<file path="src/rtl/flc_pkg.sv">
package flc_pkg;
  localparam int FLA_W = 25;

  typedef enum logic [1:0] {
    CYC_READ  = 2'd0,
    CYC_RSVD  = 2'd1,
    CYC_WRITE = 2'd2,
    CYC_ERASE = 2'd3
  } cyc_e;

  typedef enum logic [1:0] {
    S_IDLE,
    S_XFER,
    S_ERASE,
    S_FAIL
  } seq_st_e;

  // register word offsets
  localparam int CTRL_OFF = 0;
  localparam int STAT_OFF = 1;
  localparam int ADDR_OFF = 2;
  localparam int DATA_OFF = 4;

  // field positions
  localparam int GO_BIT   = 0;
  localparam int CYC_LSB  = 1;
  localparam int CNT_LSB  = 8;
  localparam int DONE_BIT = 0;
  localparam int ERR_BIT  = 1;
  localparam int BUSY_BIT = 2;
  localparam int BLK_LSB  = 3;

  // keeps the address bits above the erase block
  function automatic logic [FLA_W-1:0] blk_keep(input logic [1:0] code);
    logic [FLA_W-1:0] m;
    unique case (code)
      2'd0:    m = {{(FLA_W-8){1'b1}}, 8'h00};
      2'd1:    m = {{(FLA_W-12){1'b1}}, 12'h000};
      2'd2:    m = {{(FLA_W-13){1'b1}}, 13'h0000};
      default: m = {{(FLA_W-16){1'b1}}, 16'h0000};
    endcase
    return m;
  endfunction
endpackage

</file>
<file path="src/rtl/flc_data.sv">
module flc_data #(
  parameter int NW = 16,
  localparam int IW = $clog2(NW),
  localparam int BI = IW + 2
) (
  input  logic          clk_i,
  input  logic          rst_ni,
  input  logic          host_we_i,
  input  logic [IW-1:0] host_widx_i,
  input  logic [31:0]   host_wdata_i,
  input  logic [IW-1:0] host_ridx_i,
  output logic [31:0]   host_rdata_o,
  input  logic          byte_we_i,
  input  logic [BI-1:0] byte_idx_i,
  input  logic [7:0]    byte_wdata_i,
  output logic [7:0]    byte_rdata_o
);
  logic [31:0] words [NW];

  for (genvar w = 0; w < NW; w++) begin : g_word
    logic [31:0] word_q;
    always_ff @(posedge clk_i or negedge rst_ni) begin
      if (!rst_ni) begin
        word_q <= '0;
      end else if (host_we_i && host_widx_i == IW'(w)) begin
        word_q <= host_wdata_i;
      end else if (byte_we_i && byte_idx_i[BI-1:2] == IW'(w)) begin
        for (int b = 0; b < 4; b++) begin
          if (byte_idx_i[1:0] == 2'(b)) word_q[8*b +: 8] <= byte_wdata_i;
        end
      end
    end
    assign words[w] = word_q;
  end

  assign host_rdata_o = words[host_ridx_i];

  logic [31:0] sel_word;
  assign sel_word = words[byte_idx_i[BI-1:2]];

  always_comb begin
    unique case (byte_idx_i[1:0])
      2'd0:    byte_rdata_o = sel_word[7:0];
      2'd1:    byte_rdata_o = sel_word[15:8];
      2'd2:    byte_rdata_o = sel_word[23:16];
      default: byte_rdata_o = sel_word[31:24];
    endcase
  end
endmodule

</file>
<file path="src/rtl/flc_regs.sv">
module flc_regs import flc_pkg::*; #(
  parameter int CNT_W = 6
) (
  input  logic             clk_i,
  input  logic             rst_ni,
  input  logic             ctrl_we_i,
  input  logic             stat_we_i,
  input  logic             addr_we_i,
  input  logic [31:0]      wdata_i,
  input  logic             busy_i,
  input  logic             fin_i,
  input  logic             fin_err_i,
  input  logic [1:0]       blk_code_i,
  output logic             launch_o,
  output cyc_e             op_o,
  output logic [CNT_W-1:0] cnt_o,
  output logic [FLA_W-1:0] fla_o,
  output logic             done_o,
  output logic             err_o,
  output logic [31:0]      ctrl_rd_o,
  output logic [31:0]      stat_rd_o,
  output logic [31:0]      addr_rd_o
);
  cyc_e             op_q;
  logic [CNT_W-1:0] cnt_q;
  logic [31:0]      addr_q;
  logic             done_q, err_q;
  logic             set_done, set_err;

  assign launch_o = ctrl_we_i && wdata_i[GO_BIT] && !busy_i;
  assign set_done = fin_i && !fin_err_i;
  assign set_err  = fin_i && fin_err_i;

  always_ff @(posedge clk_i or negedge rst_ni) begin
    if (!rst_ni) begin
      op_q   <= CYC_READ;
      cnt_q  <= '0;
      addr_q <= '0;
      done_q <= 1'b0;
      err_q  <= 1'b0;
    end else begin
      if (ctrl_we_i && !busy_i) begin
        op_q  <= cyc_e'(wdata_i[CYC_LSB +: 2]);
        cnt_q <= wdata_i[CNT_LSB +: CNT_W];
      end
      if (addr_we_i && !busy_i) addr_q <= wdata_i;
      // completion wins over a clear in the same cycle
      if (set_done)                            done_q <= 1'b1;
      else if (stat_we_i && wdata_i[DONE_BIT]) done_q <= 1'b0;
      if (set_err)                             err_q <= 1'b1;
      else if (stat_we_i && wdata_i[ERR_BIT])  err_q <= 1'b0;
    end
  end

  assign op_o   = op_q;
  assign cnt_o  = cnt_q;
  assign fla_o  = addr_q[FLA_W-1:0];
  assign done_o = done_q;
  assign err_o  = err_q;

  always_comb begin
    ctrl_rd_o = '0;
    ctrl_rd_o[CYC_LSB +: 2]     = op_q;
    ctrl_rd_o[CNT_LSB +: CNT_W] = cnt_q;
    stat_rd_o = '0;
    stat_rd_o[DONE_BIT]       = done_q;
    stat_rd_o[ERR_BIT]        = err_q;
    stat_rd_o[BUSY_BIT]       = busy_i;
    stat_rd_o[BLK_LSB +: 2]   = blk_code_i;
    addr_rd_o = addr_q;
  end
endmodule

</file>
<file path="src/rtl/flc_seq.sv">
module flc_seq import flc_pkg::*; #(
  parameter int CNT_W  = 6,
  parameter int PAGE_W = 8
) (
  input  logic             clk_i,
  input  logic             rst_ni,
  input  logic             launch_i,
  input  cyc_e             op_i,
  input  logic [CNT_W-1:0] cnt_i,
  input  logic [FLA_W-1:0] fla_i,
  input  logic [1:0]       blk_code_i,
  output logic             busy_o,
  output logic             fin_o,
  output logic             fin_err_o,
  output logic [CNT_W-1:0] byte_idx_o,
  output logic             byte_we_o,
  output logic             fl_req_o,
  output logic [1:0]       fl_op_o,
  output logic [FLA_W-1:0] fl_addr_o,
  input  logic             fl_ack_i,
  input  logic             fl_err_i
);
  seq_st_e          st_q, st_d;
  cyc_e             op_q;
  logic [CNT_W-1:0] cnt_q, idx_q;
  logic [FLA_W-1:0] base_q;
  logic [PAGE_W:0]  page_sum;
  logic             page_cross, last_byte, xfer_ack, erase_ack;

  assign page_sum   = {1'b0, op_i == CYC_ERASE ? {PAGE_W{1'b0}} : fla_i[PAGE_W-1:0]}
                    + {{(PAGE_W+1-CNT_W){1'b0}}, cnt_i};
  assign page_cross = page_sum[PAGE_W];
  assign last_byte  = idx_q == cnt_q;
  assign xfer_ack   = st_q == S_XFER && fl_ack_i;
  assign erase_ack  = st_q == S_ERASE && fl_ack_i;

  always_comb begin
    st_d = st_q;
    unique case (st_q)
      S_IDLE: begin
        if (launch_i) begin
          if (op_i == CYC_ERASE)                      st_d = S_ERASE;
          else if (op_i == CYC_RSVD || page_cross)    st_d = S_FAIL;
          else                                        st_d = S_XFER;
        end
      end
      S_XFER:  if (fl_ack_i && (fl_err_i || last_byte)) st_d = S_IDLE;
      S_ERASE: if (fl_ack_i) st_d = S_IDLE;
      default: st_d = S_IDLE;
    endcase
  end

  always_ff @(posedge clk_i or negedge rst_ni) begin
    if (!rst_ni) begin
      st_q   <= S_IDLE;
      op_q   <= CYC_READ;
      cnt_q  <= '0;
      idx_q  <= '0;
      base_q <= '0;
    end else begin
      st_q <= st_d;
      if (st_q == S_IDLE && launch_i) begin
        op_q   <= op_i;
        cnt_q  <= cnt_i;
        idx_q  <= '0;
        base_q <= (op_i == CYC_ERASE) ? (fla_i & blk_keep(blk_code_i)) : fla_i;
      end else if (xfer_ack && !last_byte) begin
        idx_q <= idx_q + 1'b1;
      end
    end
  end

  assign busy_o     = st_q != S_IDLE;
  assign fin_o      = (xfer_ack && (fl_err_i || last_byte)) || erase_ack || st_q == S_FAIL;
  assign fin_err_o  = ((xfer_ack || erase_ack) && fl_err_i) || st_q == S_FAIL;
  assign byte_idx_o = idx_q;
  assign byte_we_o  = xfer_ack && !fl_err_i && op_q == CYC_READ;
  assign fl_req_o   = st_q == S_XFER || st_q == S_ERASE;
  assign fl_op_o    = op_q;
  assign fl_addr_o  = {base_q[FLA_W-1:PAGE_W], base_q[PAGE_W-1:0] + PAGE_W'(idx_q)};
endmodule

</file>
<file path="src/rtl/flc_engine.sv">
module flc_engine import flc_pkg::*; #(
  parameter int CNT_W  = 6,
  parameter int PAGE_W = 8,
  localparam int NW     = (1 << CNT_W) / 4,
  localparam int IW     = $clog2(NW),
  localparam int ADDR_W = $clog2(DATA_OFF + NW)
) (
  input  logic              clk_i,
  input  logic              rst_ni,
  input  logic [ADDR_W-1:0] reg_addr_i,
  input  logic              reg_we_i,
  input  logic [31:0]       reg_wdata_i,
  output logic [31:0]       reg_rdata_o,
  input  logic [1:0]        blk_code_i,
  output logic              fl_req_o,
  output logic [1:0]        fl_op_o,
  output logic [FLA_W-1:0]  fl_addr_o,
  output logic [7:0]        fl_wdata_o,
  input  logic              fl_ack_i,
  input  logic [7:0]        fl_rdata_i,
  input  logic              fl_err_i
);
  logic             busy, fin, fin_err, launch, done_flag, err_flag;
  logic             ctrl_hit, stat_hit, addr_hit, data_hit;
  logic [IW-1:0]    data_idx;
  cyc_e             op;
  logic [CNT_W-1:0] cnt, byte_idx;
  logic [FLA_W-1:0] fla;
  logic             byte_we;
  logic [31:0]      ctrl_rd, stat_rd, addr_rd, data_rd;

  assign ctrl_hit = reg_addr_i == ADDR_W'(CTRL_OFF);
  assign stat_hit = reg_addr_i == ADDR_W'(STAT_OFF);
  assign addr_hit = reg_addr_i == ADDR_W'(ADDR_OFF);
  assign data_hit = reg_addr_i >= ADDR_W'(DATA_OFF) && reg_addr_i < ADDR_W'(DATA_OFF + NW);
  assign data_idx = IW'(reg_addr_i - ADDR_W'(DATA_OFF));

  flc_regs #(.CNT_W(CNT_W)) u_regs (
    .clk_i, .rst_ni,
    .ctrl_we_i (reg_we_i && ctrl_hit),
    .stat_we_i (reg_we_i && stat_hit),
    .addr_we_i (reg_we_i && addr_hit),
    .wdata_i   (reg_wdata_i),
    .busy_i    (busy),
    .fin_i     (fin),
    .fin_err_i (fin_err),
    .blk_code_i,
    .launch_o  (launch),
    .op_o      (op),
    .cnt_o     (cnt),
    .fla_o     (fla),
    .done_o    (done_flag),
    .err_o     (err_flag),
    .ctrl_rd_o (ctrl_rd),
    .stat_rd_o (stat_rd),
    .addr_rd_o (addr_rd)
  );

  // launch uses the fields being written, not the stored ones
  flc_seq #(.CNT_W(CNT_W), .PAGE_W(PAGE_W)) u_seq (
    .clk_i, .rst_ni,
    .launch_i   (launch),
    .op_i       (cyc_e'(reg_wdata_i[CYC_LSB +: 2])),
    .cnt_i      (reg_wdata_i[CNT_LSB +: CNT_W]),
    .fla_i      (fla),
    .blk_code_i,
    .busy_o     (busy),
    .fin_o      (fin),
    .fin_err_o  (fin_err),
    .byte_idx_o (byte_idx),
    .byte_we_o  (byte_we),
    .fl_req_o, .fl_op_o, .fl_addr_o,
    .fl_ack_i, .fl_err_i
  );

  flc_data #(.NW(NW)) u_data (
    .clk_i, .rst_ni,
    .host_we_i    (reg_we_i && data_hit && !busy),
    .host_widx_i  (data_idx),
    .host_wdata_i (reg_wdata_i),
    .host_ridx_i  (data_idx),
    .host_rdata_o (data_rd),
    .byte_we_i    (byte_we),
    .byte_idx_i   (byte_idx),
    .byte_wdata_i (fl_rdata_i),
    .byte_rdata_o (fl_wdata_o)
  );

  always_comb begin
    if (ctrl_hit)      reg_rdata_o = ctrl_rd;
    else if (stat_hit) reg_rdata_o = stat_rd;
    else if (addr_hit) reg_rdata_o = addr_rd;
    else if (data_hit) reg_rdata_o = data_rd;
    else               reg_rdata_o = '0;
  end

  // control readback marks the stored fields; unused here but kept for the checker
  logic unused_ok;
  assign unused_ok = ^{op, cnt};
endmodule

</file>
<file path="config.mk">
export PLATFORM = sky130hd
export DESIGN_NAME = flc_engine
export DESIGN_NICKNAME = d
export VERILOG_FILES = /design/src/rtl/flc_pkg.sv /design/src/rtl/flc_data.sv /design/src/rtl/flc_regs.sv /design/src/rtl/flc_seq.sv /design/src/rtl/flc_engine.sv
export SDC_FILE = /design/constraint.sdc
export NUM_CORES = 2
export LEC_CHECK = 0
export BUFFER_PORTS_ARGS = -buffer_cell sky130_fd_sc_hd__buf_2
export CAP_MARGIN = 15
export CORE_ASPECT_RATIO = 0.7
export CORE_MARGIN = 5
export CORE_UTILIZATION = 25
export DETAILED_ROUTE_END_ITERATION = 10
export PLACE_DENSITY = 0.5
export SETUP_SLACK_MARGIN = 0.1
export SYNTH_ARGS = -nofsm -noshare
export SYNTH_HDL_FRONTEND = slang
export SYNTH_SLANG_ARGS = --single-unit
</file>
<file path="constraint.sdc">
create_clock -name clk_i -period 11.95 [get_ports clk_i]
set_clock_uncertainty 0.1 [all_clocks]
set_input_delay 2.39 -clock clk_i [delete_from_list [all_inputs] [get_ports clk_i]]
set_output_delay 2.39 -clock clk_i [all_outputs]
set_load 0.01 [all_outputs]
</file>
==> results.sh <==
export IMPL_drv_slew=0
export IMPL_final_cell_mix="593 x dfrtp_1, 571 x mux2i_1, 551 x nand2_1, 468 x o21ai_0, 259 x mux4_2"
export IMPL_dieArea_sq_mm=0.155
export IMPL_cp_startpoint="reg_addr_i[0]"
export IMPL_max_freq_mhz=124
export IMPL_vdd_drop_max_uv=105
export IMPL_cts_repair_resize_count=0
export IMPL_dr_first_iter_drc_count=3626
export IMPL_syn_to_final_growth_pct=12.6
export IMPL_hold_ws_ns=0.364
export IMPL_hpwlAfterDp_um=92600
export IMPL_fin_crit_ns=8.08
export IMPL_firstDrtPassIters=5
export IMPL_worst_slew_pin_slew_ns=1.13
export IMPL_drive_gt1_share_pct=21.1
export IMPL_routed_wl_um=148000
export IMPL_max_slew_margin_rel_pct=24.5
export IMPL_grt_total_usage_pct=18.6
export IMPL_num_rows=117
export IMPL_crit_type="in2out"
export IMPL_netlist_area_sq_mm=0.0368
export IMPL_port_buffers=119
export IMPL_synth_nets=3462
export IMPL_max_cap_viol_count=0
export IMPL_die_h_um=331
export IMPL_required_ns=9.46
export IMPL_clk_pin_slew_ns=0.06
export IMPL_finish_utilization_pct=28.4
export IMPL_cts_hold_buffers_added=0
export IMPL_timing_rr_start="u_seq.byte_idx_o[3]"
export IMPL_wl_per_cell_um=27.8
export IMPL_setup_viol=0
export IMPL_seqPwrFrac_pct=39.8
export IMPL_antenna_left=0
export IMPL_tns_ns=0
export IMPL_min_path_type="reg2reg"
export IMPL_grt_pass1_wl_um=211000
export IMPL_internal_power_mw=4.88
export IMPL_outcome="finished, final reports clean"
export IMPL_yosysSeqAreaShare_pct=40.4
export IMPL_clkPwrFrac_pct=32.7
export IMPL_pin_count=120
export IMPL_crit_path_end_kind="output pin"
export IMPL_synth_edff_count=0
export IMPL_antenna_found_initial=5
export IMPL_p_switching_mw=2.46
export IMPL_first_global_vias=27348
export IMPL_cts_buffers=73
export IMPL_clock_path_buffers=3
export IMPL_final_common_cell="dfrtp_1"
export IMPL_finalCritPeriodShare_pct=67.6
export IMPL_overflow=0
export IMPL_hold_start="u_seq.base_q[10]"
export IMPL_num_vias=28530
export IMPL_gp_congestion=0.863
export IMPL_grt_max_degree=142
export IMPL_cp_arrival_ns=5.59
export IMPL_synth_cell_types=65
export IMPL_die_x_um=469
export IMPL_drc=0
export IMPL_switching_share_pct=33.5
export IMPL_leakagePower_nw=18.1
export IMPL_clock_root_buffer="clkbuf_16"
export IMPL_p_per_area_mw_per_mm2=177
export IMPL_vias_per_cell=5.38
export IMPL_cp_start_kind="input pin"
export IMPL_cts_sinks=595
export IMPL_pwr_share_comb_pct=27.5
export IMPL_clock_latency_ns=0.63
export IMPL_rsz0062_at_grt="false"
export IMPL_nFillCells=15005
export IMPL_synthArstFlopShare_pct=100
export IMPL_initial_utilization_pct=25.2
export IMPL_syn_area_per_cell_sq_um=10.9
export IMPL_finalHoldViolCount=0
export IMPL_htreeDepth=3
export IMPL_synth_seq_cells=595
export IMPL_cts_tree="yes"
export IMPL_postCtsSetupBuffers=0
export IMPL_syn_inst=3386
export IMPL_ys_warn_count=0
export IMPL_final_nets=3360
export IMPL_synth_flop_cell="dfrtp_1"
export IMPL_cp_max_fo=69
export IMPL_coreArea_sq_mm=0.146
-- synthesized netlist by cell type (all sizes together), types with 4 or more instances --
library cell,count,area [sq um]
nand3,52,315
inv,23,86.3
and2,11,68.8
a221oi,9,78.8
mux2,62,698
xnor2,12,105
a2111oi,4,35.0
a22o,4,35.0
ha,23,288
a21boi,8,60.1
o31a,5,43.8
o22ai,5,31.3
nor3,6,55.1
nor2b,11,68.8
nand4,8,50.1
mux2i,571,5720
a211oi,5,37.5
buf,154,850
nand2,583,2290
nand2b,9,56.3
mux4,259,5830
a21oi,53,265
a22oi,46,345
a32oi,4,35.0
o21ai,506,2530
nor2,84,581
dfrtp,595,14900
clkbuf,206,776
and3,11,68.8
a32o,22,220
-- worst max-delay path: stages --
cell and delay (ns):
buf_8 0.61, buf_4 0.73, inv_2 0.14, nand2_1 0.41, nor2_4 0.03, buf_4 0.31, nor2b_1 0.35, nand3_1 0.13
o21ai_0 0.15, buf_2 0.19
-- metrics by stage --
step / power, mW / setup WS [ns] / std cells / area [sq um]
CTS: 7.35 / 3.86 / 5300 / 41500
floorplan: 4.14 / 4.78 / 3386 / 36800
detailed placement: 4.94 / 3.87 / 5172 / 38900
finish: 7.34 / 3.87 / 5305 / 41500
global placement: 4.91 / 3.89 / 5172 / 38900
global route: 7.65 / 3.66 / 5300 / 41500
-- cells by family after synthesis --
kind of cell | count (synthesis) | synth area share (%)
AOI/OAI and AO/OA | 689 | 10.5
DFF | 595 | 40.4
adders and majority gates | 24 | 0.836
xor gates and xnor gates | 15 | 0.357
buffers and inverters | 383 | 4.65
and+or+nand+nor | 788 | 9.98
muxes | 892 | 33.2
-- final timing paths --
check	slack, ns	endpoint	cells past startpoint
setup / recovery	3.87	reg_rdata_o[1]	10
hold / removal	0.36	u_seq.base_q[10]	2
setup reg to reg	7.65	u_data.g_word[4].word_q[14]	6
hold reg to reg	0.36	u_seq.base_q[10]	2
max in group asynchronous	7.82	u_data.g_word[5].word_q[30]	3
min in group asynchronous	1.65	u_seq.base_q[23]	1
-- area by class of cell --
| type | count | area (sq um) | area share (%) |
|---|---|---|---|
| inverter | 23 | 86.3 | 0.208 |
| clock buffer | 102 | 2130 | 5.13 |
| antenna | 5 | 12.5 | 0.0302 |
| multi-input combinational | 2408 | 20400 | 49.1 |
| sequential | 595 | 14900 | 35.9 |
| timing repair buffer | 183 | 1120 | 2.69 |
| tap | 1963 | 2460 | 5.92 |
| clock inverter | 26 | 397 | 0.956 |
-- routing by layer --
metal  up-vias  track usage, %  routed length [um]
met3       234            3.74               13900
met5         -               0                  13
met4         2            5.63                4270
met2      1556            28.4               65100
li1      12167               -                   -
met1     14571            26.7               64400
-- power by group through the flow --
| stage | registers, mW | clock network (mW) | logic, mW |
|---|---|---|---|
| after floorplan | 2.72 | 0 | 1.42 |
| after global placement | 2.93 | 0 | 1.99 |
| after detailed placement | 2.92 | 0 | 2.02 |
| after CTS | 2.89 | 2.44 | 2.02 |
| after global routing | 2.96 | 2.51 | 2.18 |
| final | 2.92 | 2.40 | 2.02 |
-- sequential cells by signal (all words and copies together) (netlist names), 2 cells and up --
register	flops
u_seq.byte_idx_o	6
u_regs.addr_rd_o	32
u_data.g_word.word_q	512
u_seq.base_q	25
u_regs.op_o	2
u_regs.cnt_o	6
u_seq.cnt_q	6
u_seq.fl_op_o	2
u_seq.st_q	2
Note: power is estimated with default switching activity, not from simulation.
